## src/rtl/ssl_dfe_adapt.sv

```systemverilog
module ssl_dfe_adapt #(
  parameter int NTAPS  = 10,
  parameter int REF_W  = 8,
  parameter int TAP_W  = 6,
  parameter int RATE_W = 3
) (
  input  logic                   clk,
  input  logic                   rst,
  input  logic                   adapt_en,
  input  logic [RATE_W-1:0]      rate_sel,
  input  logic                   rx_bit,
  input  logic                   above_ref,
  output logic [REF_W-1:0]       ref_code,
  output logic [NTAPS*TAP_W-1:0] tap_codes
);
  localparam int DIV_W = (1 << RATE_W) - 1;
  localparam logic [REF_W-1:0] REF_MID = {1'b1, {(REF_W-1){1'b0}}};
  localparam logic [TAP_W-1:0] TAP_MID = {1'b1, {(TAP_W-1){1'b0}}};

  logic [NTAPS-1:0] hist;
  logic [DIV_W-1:0] div_cnt;
  logic [DIV_W-1:0] div_lim;
  logic             qual;
  logic             step;

  assign div_lim = ~({DIV_W{1'b1}} << rate_sel);
  assign qual    = adapt_en & rx_bit;
  assign step    = qual & (div_cnt >= div_lim);

  always_ff @(posedge clk) begin
    if (rst)       div_cnt <= '0;
    else if (step) div_cnt <= '0;
    else if (qual) div_cnt <= div_cnt + 1'b1;
  end

  always_ff @(posedge clk) begin
    if (rst) hist <= '0;
    else     hist <= {hist[NTAPS-2:0], rx_bit};
  end

  always_ff @(posedge clk) begin
    if (rst) ref_code <= REF_MID;
    else if (step) begin
      if (above_ref && ref_code != '1)      ref_code <= ref_code + 1'b1;
      else if (!above_ref && ref_code != '0) ref_code <= ref_code - 1'b1;
    end
  end

  for (genvar g = 0; g < NTAPS; g++) begin : g_tap
    logic [TAP_W-1:0] w;
    logic             up;
    assign up = (above_ref == hist[g]);
    always_ff @(posedge clk) begin
      if (rst) w <= TAP_MID;
      else if (step) begin
        if (up && w != '1)       w <= w + 1'b1;
        else if (!up && w != '0) w <= w - 1'b1;
      end
    end
    assign tap_codes[g*TAP_W +: TAP_W] = w;
  end
endmodule

```

## config.mk

```make
export PLATFORM = sky130hd
export DESIGN_NAME = ssl_dfe_adapt
export DESIGN_NICKNAME = d
export VERILOG_FILES = /design/src/rtl/ssl_dfe_adapt.sv
export SDC_FILE = /design/constraint.sdc
export NUM_CORES = 1
export LEC_CHECK = 0
export ABC_CLOCK_PERIOD_IN_PS = 8790
export BUFFER_PORTS_ARGS = -buffer_cell sky130_fd_sc_hd__buf_2
export CORE_ASPECT_RATIO = 0.5
export CORE_UTILIZATION = 45
export DETAILED_ROUTE_END_ITERATION = 8
export HOLD_SLACK_MARGIN = 0.02
export PLACE_DENSITY = 0.71
export SETUP_SLACK_MARGIN = 0.3
export SYNTH_ARGS = -nofsm -noshare
export SYNTH_HDL_FRONTEND = slang
export SYNTH_SLANG_ARGS = --single-unit
```

## constraint.sdc

```tcl
create_clock -name clk -period 8.79 [get_ports clk]
set_input_delay 1.758 -clock clk [delete_from_list [all_inputs] [get_ports clk]]
set_output_delay 1.758 -clock clk [all_outputs]
set_load 0.02 [all_outputs]
```

## Yosys cells after proc, flatten, opt, wreduce, memory -nomap -nowiden

Cells that the tools add are included.
W data, S select, Z words.

| word-level totals | value |
|---|---|
| input bits | 8 |
| logic and storage cells | 151 |
| output and inout bits | 68 |
| register bits after elaboration | 85 |

| cells by class | value |
|---|---|
| bitwise logic cells | 3 |
| mux-type cells | 22 |
| reduce and logical (&&, ||, !) cells | 67 |
| shifts and indexed selects | 1 |
| $lt $le $gt $ge | 1 |
| add/sub/neg operators | 23 |
| eq/ne operators | 21 |

Operators with widths:

| operator | number |
|---|---|
| $mux W6 | 20 |
| $add A6 B1 Y6 const B | 10 |
| $ne A6 B6 Y1 const B | 10 |
| $reduce_bool A6 Y1 | 10 |
| $sub A6 B1 Y6 const B | 10 |
| $logic_and A1 B1 Y1 | 22 |
| $reduce_and A2 Y1 | 11 |
| $reduce_bool A2 Y1 | 11 |
| $mux W8 | 2 |
| $logic_not A1 Y1 | 11 |
| $eq A1 B1 Y1 | 10 |
| $add A8 B1 Y8 const B | 1 |
| $ne A8 B8 Y1 const B | 1 |
| $reduce_bool A8 Y1 | 1 |
| $sub A8 B1 Y8 const B | 1 |
| $add A7 B1 Y7 const B | 1 |
| $ge A7 B7 Y1 | 1 |
| $not A7 Y7 | 1 |
| $shl A7 B3 Y7 const A | 1 |
| $and A1 B1 Y1 | 2 |
| $reduce_or A2 Y1 | 1 |

## Depth between registers and ports, before layout

Gate-level depths: netlist (run 1).

| logic depth | value |
|---|---|
| depth after elaboration | 5 |
| mapped depth | 10 |
| mapped depth without buffers | 10 |

## Least setup slack after synthesis (run 1)

Ideal clock, no wire load.

| timing path | value |
|---|---|
| kind | input to register |
| start point | in above_ref |
| end point | reg ref_code[7] |
| path buffers | 1 |
| path slack | 4.796 ns |
| arrival | 3.867 ns |
| data required time | 8.663 ns |
| setup time | 0.127 ns |
| stages on the path | 9 |
| cells stage by stage | buf_6 -> o21ai_0 -> ha_1 -> nand3_1 -> a2bb2oi_1 -> a21oi_1 -> mux2_2 -> o31a_1 -> or3_1 |

| on the way | value |
|---|---|
| word-level cells in the longest chain between the ends | 4 |
| elaborated cells on any way between the ends | 6 |
| those cells by class | mux (1); reduce/logical (5) |

RTL lines:

| item | RTL line | text |
|---|---|---|
| from (decl) | 12 | `input logic above_ref,` |
| $logic_not A1 Y1 | 45 | `else if (!above_ref && ref_code != '0) ref_code <= ref_code - 1'b1;` |
| $logic_and A1 B1 Y1 | 45 |  |
| $reduce_bool A2 Y1 (no source line) | -- |  |
| $reduce_and A2 Y1 (no source line) | -- |  |
| to (signal assigned) | 44 | `if (above_ref && ref_code != '1) ref_code <= ref_code + 1'b1;` |
| to (signal assigned) | 45 |  |
| to (decl) | 13 | `output logic [REF_W-1:0] ref_code,` |

Several ways; a longest one is shown, not always the timed one.
A chain may end at the register's enable or synchronous reset.

## Worst setup path after layout (run 1)

Same ends and word-level chain as after synthesis.

==> results.py, run 1 <==
metrics = {
    "routing": {
        "drtPass1Iterations": 4,
        "wirelength_um": 11600,
        "post_drt_wl_per_cell_um": 13.5,
        "route.detailed.drc": 0,
        "ant_nets": 0,
        "vias": 4613,
        "drtIter0Drc": 247,
        "vias_per_cell": 5.38,
    },
    "synth": {
        "yosys_most_used_dff": "dfxtp_1",
        "synthCells": 614,
        "avgSynthCellArea_um2": 9.38,
        "synth_cell_types": 47,
        "synth_seq_area_share_pct": 29.5,
        "synth_nets": 687,
        "synthTopCellsByArea": "dfxtp_1, ha_1, mux2i_1, xnor2_1, xor2_1",
        "netlist_area_mm2": 0.00576,
        "yosys_warnings": 0,
        "synth_top_area_share_pct": 29.5,
        "synth-edff-count": 0,
        "yosysMostFrequentCell": "dfxtp_1",
        "ys_ff_latch": 85,
        "synth_common_cells": "dfxtp_1, nor2_1, ha_1",
        "synthArstFlopShare_pct": 0,
        "yosysTopAreaCell": "dfxtp_1",
    },
    "floorplanning": {
        "dieWidth_um": 162,
        "die_area_mm2": 0.0133,
        "die_h_um": 82.0,
        "row_count": 28,
        "core_area_mm2": 0.0122,
        "start_util_pct": 47.4,
        "pin_count": 76,
    },
    "cts": {
        "cts_root_buffer": "clkbuf_16",
        "clkLatencyLatePin_ns": 0.34,
        "clk_path_buf_depth": 2,
        "cts_setup_buffers": 0,
        "cts_tree": "done",
        "cts_made_buffers": 9,
        "postCtsResizedCells": 0,
        "clock_sinks": 85,
        "htreeDepth": 3,
        "cts.clk_slew.worst_paths_ns": 0.06,
        "ctsHoldBuffers": 0,
    },
    "global_routing": {
        "grt_max_degree": 47,
        "grt_overflow": 0,
        "grt_pass1_vias": 4272,
        "grt_first_pass_wirelength_um": 19500,
        "antenna_found_initial": 0,
        "grt_usage_pct": 18.4,
    },
    "sta": {
        "finalCriticalPeriod_ns": 4.21,
        "timing.fmax_mhz": 238,
        "hold_viol": 0,
        "rsz0062_at_grt": "no",
        "finalMaxSlewViolations": 0,
        "worst-slew-pin-transition_ns": 1.11,
        "tns_ns": 0,
        "hold_slack_ns": 0.477,
        "skew_ns": 0.00456,
        "setup_violations": 0,
        "period_share_pct": 47.9,
        "setup_slack_ns": 4.58,
        "slew_headroom_pct": 25.2,
    },
    "setup_path": {
        "reg2reg_depth": 9,
        "critical-path-top-delay-family": "compound AO/OA/AOI/OAI gates",
        "crit_chain": "buf_2 > o21ai_0 > ha_1 > nand3_1 > a2bb2oi_1 > a21oi_1 > mux2_2 > o31a_1 > or3_1",
        "endpoint": "ref_code[7]$_SDFFE_PP1P_",
        "cpMaxStageDelayCell": "ha_1",
        "cp_num_cells": 9,
        "worstReg2RegStart": "ref_code[6]$_SDFFE_PP0P_",
        "path_buf_inv": 1,
        "worstSetupEndpointType": "register",
        "startpoint_type": "input port",
        "required_ns": 9.02,
        "r2r_end": "ref_code[7]$_SDFFE_PP1P_",
        "critical_path_class": "in -> reg",
        "rrSetupSlack_ns": 5.44,
        "cp_max_fo": 12,
        "cp_data_arrival_time_ns": 4.44,
        "startpoint": "above_ref",
        "slowest_delay_ns": 0.56,
    },
    "layout": {
        "nets": 761,
        "num-fill-cells": 1089,
        "post-route-util_pct": 54.0,
        "syn2layout_area_growth_pct": 14.0,
        "drive_gt1_share_pct": 17.1,
        "antenna_cells": 0,
    },
    "place": {
        "place_congestion": 0.855,
        "portBuffers": 75,
        "dp_worst_setup_slack_ns": 4.23,
        "place_hpwl_um": 8490,
    },
    "pwr": {
        "power.density_mw_per_mm2": 131,
        "ir_drop_mv": 0.0960,
        "leakagePower_uw": 0.00321,
    },
    "run_status": {
        "status": "finished clean",
    },
    "job": {
        "cap_viol_max_count": 0,
    },
    "min_path": {
        "hp-class": "reg -> reg",
    },
}
cells in the final DEF, fill, tap and decap left out, types with 4 or more instances in the layout:
cell,Yosys,routed
dfxtp_1,85,85
buf_2,1,75
nor2_1,70,70
ha_1,54,54
mux2i_1,44,44
a21oi_1,42,42
xnor2_1,36,36
xor2_1,31,31
a21o_1,29,29
o21ai_1,20,20
nand2_1,20,20
o21ai_0,15,15
nor3_1,14,14
nand4_1,14,14
a211oi_1,12,12
nor2b_1,12,12
nor4_1,11,11
o21bai_1,11,11
inv_1,11,11
fa_1,11,11
or3b_1,10,10
clkbuf_16,0,9
a21oi_2,8,8
nand3_4,8,8
or3_1,4,4
nand3_1,4,4
where the power goes:
group | internal, µW | switching (µW)
combinational | 31.8 | 52.3
clock | 233 | 155
sequential | 387 | 1.92
total | 652 | 209
worst reg2reg max path: cells and delay by family (launching register included):
kind	cells	cell delay, ns
AO/OA/AOI/OAI	5	1.69
adder cells (fa/ha/maj)	1	0.39
flip-flops	1	0.44
multiplexers	1	0.29
AND/OR/NAND/NOR	2	0.43
final cells by class:
type                       instances  area (µm²)  share of cell area (%)
tap                              165         206                    3.14
multi-input combinational        504        3930                    59.8
inverter                          11        41.3                   0.628
clock buffer                      11         253                    3.85
clock inverter                     4        47.5                   0.724
timing repair buffer              77         390                    5.94
sequential                        85        1700                    25.9
worst min path at each step:
stage | start | to | cells past startpoint
finish | hist[8]$_SDFF_PP0_ | hist[9]$_SDFF_PP0_ | 1
global route | hist[3]$_SDFF_PP0_ | hist[4]$_SDFF_PP0_ | 1
CTS | hist[8]$_SDFF_PP0_ | hist[9]$_SDFF_PP0_ | 1
detailed placement | hist[0]$_SDFF_PP0_ | hist[1]$_SDFF_PP0_ | 1
global placement | hist[8]$_SDFF_PP0_ | hist[9]$_SDFF_PP0_ | 1
floorplan | hist[5]$_SDFF_PP0_ | hist[6]$_SDFF_PP0_ | 1
state kept, by name, summed over array words and instances, names as in the netlist:
| signal | count |
|---|---|
| ref_code | 8 |
| g_tap.w | 60 |
| hist | 10 |
| div_cnt | 7 |
kinds of logic (layout without fill, tap and decap cells):
group,Yosys count,after routing,share of synthesized area [%]
AO/OA/AOI/OAI,148,148,16.7
XOR/XNOR,68,68,10.5
adder cells (fa/ha/maj),65,65,15.5
buffers and inverters,25,103,2.26
flip-flops,85,85,29.5
multiplexers,47,47,8.23
AND/OR/NAND/NOR,176,176,17.2
layer usage:
metal	up-vias	part of all wire, %	track usage [%]
li1	2379	-	-
met5	-	0	0
met1	2164	48	22.5
met2	56	47	32.1
met4	0	1.3	6.32
met3	14	3.2	4.55
per-stage QoR:
| stage | power [µW] | cells | instance area (µm²) |
|---|---|---|---|
| final | 861 | 857 | 6570 |
| after global routing | 897 | 857 | 6570 |
| after CTS | 871 | 857 | 6570 |
| after detailed placement | 482 | 842 | 6270 |
| after global placement | 480 | 842 | 6270 |
| after floorplan | 466 | 614 | 5760 |
Note: power is estimated with default switching activity, not from simulation.
==> run 2: changes to the inputs <==
--- a/config.mk
+++ b/config.mk
@@ -5,13 +5,14 @@
 export SDC_FILE = /design/constraint.sdc
 export NUM_CORES = 1
 export LEC_CHECK = 0
-export ABC_CLOCK_PERIOD_IN_PS = 8790
+export ABC_AREA = 1
+export ABC_CLOCK_PERIOD_IN_PS = 4400
 export BUFFER_PORTS_ARGS = -buffer_cell sky130_fd_sc_hd__buf_2
 export CORE_ASPECT_RATIO = 0.5
 export CORE_UTILIZATION = 45
 export DETAILED_ROUTE_END_ITERATION = 8
 export HOLD_SLACK_MARGIN = 0.02
-export PLACE_DENSITY = 0.71
+export PLACE_DENSITY = 0.7
 export SETUP_SLACK_MARGIN = 0.3
 export SYNTH_ARGS = -nofsm -noshare
 export SYNTH_HDL_FRONTEND = slang
==> constraint.sdc (replaced) <==
create_clock -name clk -period 4.4 [get_ports clk]
set_input_delay 0.88 -clock clk [delete_from_list [all_inputs] [get_ports clk]]
set_output_delay 0.88 -clock clk [all_outputs]
set_load 0.02 [all_outputs]
==> results.py, run 2 <==
metrics = {
    "run_status": {
        "status": "finished clean",
    },
    "setup_path": {
        "cpMaxStageDelayCell": "nand3_1",
        "startpoint_type": "input port",
        "slowest_delay_ns": 0.56,
        "crit_chain": "buf_2 > o21ai_0 > ha_1 > nand2_1 > nand2_1 > a21oi_2 > nand3_2 > nand3_1 > nand2_1 > nand2_1 > nor2_1",
        "reg2reg_depth": 9,
        "required_ns": 4.61,
        "cp_max_fo": 25,
        "cpMostUsedCell": "nand2_1",
        "critical_path_class": "in -> reg",
        "cp_data_arrival_time_ns": 3.07,
        "worstSetupEndpointType": "register",
    },
    "layout": {
        "post-route-util_pct": 51.7,
        "num-fill-cells": 1478,
        "final_common_cell": "nand2_1",
        "nets": 1222,
        "top_regs": "g_tap.w x60, hist x10, ref_code x8",
        "layout_common_cells": "nand2_1, nor2_1, inv_1",
        "top_register": "g_tap.w",
        "drive_gt1_share_pct": 10.7,
        "antenna_cells": 0,
        "largest_reg_flops": 60,
        "syn2layout_area_growth_pct": 10.4,
    },
    "pwr": {
        "power_uw": 1740,
        "clock_power_share_pct": 43.4,
        "p_int_uw": 1290,
        "seqPwrFrac_pct": 44.9,
        "p_sw_share_pct": 26.0,
        "power_frac_comb_pct": 11.6,
        "ir_drop_mv": 0.180,
        "power.density_mw_per_mm2": 229,
        "leakagePower_uw": 0.00428,
        "power.switching_uw": 452,
    },
    "cts": {
        "cts_setup_buffers": 0,
        "clk_path_buf_depth": 2,
        "htreeDepth": 3,
        "postCtsResizedCells": 0,
        "cts.clk_slew.worst_paths_ns": 0.06,
        "cts_tree": "done",
        "ctsHoldBuffers": 0,
        "cts_root_buffer": "clkbuf_16",
        "clkLatencyLatePin_ns": 0.34,
        "clock_sinks": 85,
        "cts_made_buffers": 9,
    },
    "floorplanning": {
        "pin_count": 76,
        "die_h_um": 89.3,
        "dieWidth_um": 177,
        "die_area_mm2": 0.0158,
        "core_area_mm2": 0.0147,
        "row_count": 31,
        "start_util_pct": 46.8,
    },
    "routing": {
        "post_drt_wl_per_cell_um": 10.9,
        "vias": 6439,
        "drtIter0Drc": 335,
        "wirelength_um": 14800,
        "ant_nets": 0,
        "vias_per_cell": 4.76,
        "route.detailed.drc": 0,
        "drtPass1Iterations": 6,
    },
    "sta": {
        "hold_slack_ns": 0.465,
        "finalCriticalPeriod_ns": 2.86,
        "worst-slew-pin-transition_ns": 0.770,
        "setup_violations": 0,
        "period_share_pct": 65.0,
        "skew_ns": 0.00928,
        "finalMaxSlewViolations": 0,
        "rsz0062_at_grt": "no",
        "timing.fmax_mhz": 350,
        "hold_viol": 0,
        "tns_ns": 0,
        "slew_headroom_pct": 48.6,
    },
    "place": {
        "portBuffers": 75,
        "place_hpwl_um": 11000,
        "place_congestion": 0.864,
    },
    "synth": {
        "synth_nets": 1159,
        "yosys_most_used_dff": "dfxtp_1",
        "synth-edff-count": 0,
        "yosysTopAreaCell": "dfxtp_1",
        "synthTopCellsByArea": "dfxtp_1, nand2_1, ha_1, nor2_1, inv_1",
        "synth_common_cells": "nand2_1, nor2_1, inv_1",
        "netlist_area_mm2": 0.00687,
        "synthCells": 1086,
        "ys_ff_latch": 85,
        "synth_top_area_share_pct": 24.8,
        "yosysMostFrequentCell": "nand2_1",
        "avgSynthCellArea_um2": 6.32,
        "synth_seq_area_share_pct": 24.8,
        "yosys_warnings": 0,
        "synthArstFlopShare_pct": 0,
        "synth_cell_types": 31,
    },
    "global_routing": {
        "grt_overflow": 0,
        "antenna_found_initial": 0,
        "grt_pass1_vias": 5661,
        "grt_usage_pct": 19.2,
        "grt_max_degree": 39,
        "grt_first_pass_wirelength_um": 24900,
    },
    "job": {
        "cap_viol_max_count": 0,
    },
    "min_path": {
        "hold_path_depth": 2,
        "hp-class": "reg -> reg",
    },
}
-- run 2: layout make-up --
cell class	count	area [µm²]	share of cell area, %
Multi-Input combinational cell	826	4390	57.9
Clock buffer	12	236	3.12
Tap cell	198	248	3.27
Timing Repair Buffer	78	398	5.25
Inverter	149	559	7.38
Clock inverter	4	48.8	0.644
Sequential cell	85	1700	22.5
-- run 2: worst paths after layout --
kind | slack, ns | end | from
setup / recovery | 1.54 | g_tap[4].w[4]$_SDFFE_PP0P_ | rate_sel[1]
hold / removal | 0.46 | hist[8]$_SDFF_PP0_ | hist[7]$_SDFF_PP0_
setup reg to reg | 1.95 | g_tap[4].w[4]$_SDFFE_PP0P_ | div_cnt[4]$_SDFFE_PP0P_
hold reg to reg | 0.46 | hist[8]$_SDFF_PP0_ | hist[7]$_SDFF_PP0_
-- run 2: cell families after synthesis --
| group | Yosys count | share of synthesized area, % |
|---|---|---|
| and+or+nand+nor | 676 | 41.1 |
| AOI/OAI and AO/OA | 40 | 3.13 |
| xor gates and xnor gates | 45 | 6.56 |
| adders and majority gates | 65 | 13.0 |
| DFF | 85 | 24.8 |
| buffers and inverters | 175 | 11.3 |
-- run 2: worst max-delay path, delay by kind of cell --
kind	cells	cell delay, ns
compound gates	2	0.29
simple gates	7	1.49
fa+ha+maj	1	0.28
buf+inv	1	0.12
-- run 2: power by group through the flow --
stage,clock network (µW),logic [µW],registers [µW]
floorplan,0,164,799
global placement,0,196,798
global route,802,230,781
CTS,776,203,781
finish,755,202,781
detailed placement,0,202,798
-- run 2: metrics by stage --
step	setup WS, ns	cells	cell area (µm²)
2_1_floorplan	1.87	1086	6870
3_3_place_gp	1.24	1336	7290
3_5_place_dp	1.22	1336	7290
4_1_cts	1.56	1352	7580
5_1_grt	1.31	1352	7580
6_report	1.54	1352	7580
-- run 2: metal layers --
layer  vias to the layer above  routed length (µm)  GRT usage [%]
met3                        12                 434           2.81
met4                         0                  80           3.29
met2                        83                6960           35.2
met5                         -                   0              0
met1                      2867                7330           24.4
li1                       3477                   -              -
==> run 3: changes to the inputs <==
--- a/config.mk
+++ b/config.mk
@@ -5,14 +5,14 @@
 export SDC_FILE = /design/constraint.sdc
 export NUM_CORES = 1
 export LEC_CHECK = 0
-export ABC_AREA = 1
-export ABC_CLOCK_PERIOD_IN_PS = 4400
+export ABC_AREA = 0
+export ABC_CLOCK_PERIOD_IN_PS = 2700
 export BUFFER_PORTS_ARGS = -buffer_cell sky130_fd_sc_hd__buf_2
 export CORE_ASPECT_RATIO = 0.5
 export CORE_UTILIZATION = 45
 export DETAILED_ROUTE_END_ITERATION = 8
 export HOLD_SLACK_MARGIN = 0.02
-export PLACE_DENSITY = 0.7
+export PLACE_DENSITY = 0.71
 export SETUP_SLACK_MARGIN = 0.3
 export SYNTH_ARGS = -nofsm -noshare
 export SYNTH_HDL_FRONTEND = slang
==> constraint.sdc (replaced) <==
create_clock -name clk -period 2.7 [get_ports clk]
set_input_delay 0.54 -clock clk [delete_from_list [all_inputs] [get_ports clk]]
set_output_delay 0.54 -clock clk [all_outputs]
set_load 0.02 [all_outputs]
==> results.py, run 3 (synthesis gave the netlist of run 1 again) <==
metrics = {
    "setup_path": {
        "cp_max_fo": 7,
        "cp_data_arrival_time_ns": 2.76,
        "worstSetupEndpointType": "register",
        "required_ns": 2.92,
        "startpoint_type": "register",
        "critical_path_class": "reg -> reg",
    },
    "floorplanning": {
        "start_util_pct": 47.4,
        "pin_count": 76,
        "row_count": 28,
        "die_area_mm2": 0.0133,
        "die_h_um": 82.0,
        "core_area_mm2": 0.0122,
        "dieWidth_um": 162,
    },
    "sta": {
        "slew_headroom_pct": 44.6,
        "worst-slew-pin-transition_ns": 0.831,
        "setup_violations": 0,
        "hold_viol": 0,
        "rsz0062_at_grt": "yes",
        "skew_ns": 0.00496,
        "tns_ns": 0,
        "finalCriticalPeriod_ns": 2.54,
        "finalMaxSlewViolations": 0,
        "timing.fmax_mhz": 394,
        "period_share_pct": 94.1,
        "setup_slack_ns": 0.159,
    },
    "pwr": {
        "power.density_mw_per_mm2": 366,
        "leakagePower_uw": 0.00392,
        "ir_drop_mv": 0.341,
    },
    "global_routing": {
        "gr-usage-met3_pct": 4.70,
        "grt_max_degree": 42,
        "grt_busiest_layer": "met2",
        "antenna_found_initial": 0,
        "met2_usage_pct": 37.4,
        "grt_usage_pct": 21.3,
        "grt_pass1_vias": 4851,
        "grt_overflow": 0,
        "grt_util_met1_pct": 26.1,
        "grt_first_pass_wirelength_um": 22500,
    },
    "place": {
        "place_hpwl_um": 9760,
        "place_congestion": 0.840,
        "portBuffers": 75,
        "dp_worst_setup_slack_ns": -0.215,
    },
    "layout": {
        "final_common_cell": "buf_4",
        "top_regs": "g_tap.w x60, hist x10, ref_code x8",
        "antenna_cells": 0,
        "layout_common_cells": "buf_4, buf_2, nor2_1",
        "num-fill-cells": 966,
        "nets": 874,
        "syn2layout_area_growth_pct": 38.7,
        "largest_reg_flops": 60,
        "drive_gt1_share_pct": 37.0,
        "top_register": "g_tap.w",
    },
    "routing": {
        "route.detailed.drc": 0,
        "vias_per_cell": 5.30,
        "wirelength_um": 13800,
        "drtPass1Iterations": 4,
        "post_drt_wl_per_cell_um": 14.3,
        "vias": 5132,
        "ant_nets": 0,
        "drtIter0Drc": 199,
    },
    "cts": {
        "clock_sinks": 85,
        "cts_tree": "done",
        "cts_made_buffers": 9,
        "ctsHoldBuffers": 0,
        "cts_root_buffer": "clkbuf_16",
        "cts.clk_slew.worst_paths_ns": 0.06,
        "clkLatencyLatePin_ns": 0.34,
        "clk_path_buf_depth": 2,
        "htreeDepth": 3,
    },
    "min_path": {
        "hp-class": "in -> reg",
    },
    "job": {
        "cap_viol_max_count": 0,
    },
    "run_status": {
        "status": "finished clean",
    },
}
run 3: cell types whose count changed in the layout (fill, tap and decap cells not counted), sizes merged, moves of 13 or more:
cell / previous run / this run
buf: 78 / 189
xnor2: 24 / 37
a21oi: 29 / 50
a21o: 0 / 30
nand2: 381 / 20
inv: 148 / 11
nor2: 173 / 70
mux2i: 0 / 44
nand3b: 15 / 0
o21ai: 2 / 36
nand3: 73 / 15
run 3: final timing paths:
kind / start / endpoint / slack (ns) / cells after the start
worst max-delay path: ref_code[6]$_SDFFE_PP0P_ / ref_code[7]$_SDFFE_PP1P_ / 0.16 / 11
worst min-delay path: rx_bit / hist[0]$_SDFF_PP0_ / 0.45 / 2
worst max register to register: ref_code[6]$_SDFFE_PP0P_ / ref_code[7]$_SDFFE_PP1P_ / 0.16 / 11
worst min register to register: hist[3]$_SDFF_PP0_ / hist[4]$_SDFF_PP0_ / 0.48 / 1
run 3: metrics by stage:
| stage | cells | total power (µW) | utilization (%) | instance area (µm²) | hold WS [ns] |
|---|---|---|---|---|---|
| 3_3_place_gp | 939 | 1660 | 59.7 | 7260 | 0.469 |
| 5_1_grt | 968 | 3050 | 65.7 | 7990 | 0.460 |
| 4_1_cts | 961 | 2930 | 63.7 | 7750 | 0.447 |
| 3_5_place_dp | 939 | 1670 | 59.7 | 7260 | 0.471 |
| 6_report | 968 | 2920 | 65.7 | 7990 | 0.453 |
| 2_1_floorplan | 614 | 1530 | - | 5880 | 0.458 |
run 3: worst max-delay path: stages (launching register included):
cell and delay [ns]:
dfxtp_4 0.37, nand4_1 0.15, o21ai_4 0.28, buf_6 0.13, buf_4 0.10, ha_2 0.26
o21a_1 0.16, nor2_1 0.09, a21oi_1 0.06, mux2_2 0.29, o31a_1 0.23, or3_1 0.30
run 3: cell type report:
cell class,count,area [µm²],area share (%)
Inverter,11,41.3,0.517
Timing Repair Buffer,190,1440,18.0
Multi-Input combinational cell,504,4260,53.4
Clock buffer,11,253,3.16
Tap cell,165,206,2.58
Clock inverter,2,35.0,0.438
Sequential cell,85,1750,21.9
run 3: where the power goes:
part / total, µW / internal (µW) / switching (µW)
registers: 1260 / 1250 / 7.63
logic: 418 / 205 / 213
clock network: 1240 / 750 / 492
run 3: metal layers:
| metal | vias to the layer above | wire length, µm |
|---|---|---|
| li1 | 2603 | - |
| met1 | 2429 | 6520 |
| met2 | 76 | 6560 |
| met3 | 24 | 517 |
| met4 | 0 | 231 |
| met5 | - | 0 |
run 3: timing repair:
item                       CTS  global route
gates cloned                 1             0
resized for setup           19            54
pin swaps                    8            23
setup buffers                8             7
setup endpoints to repair   14            63
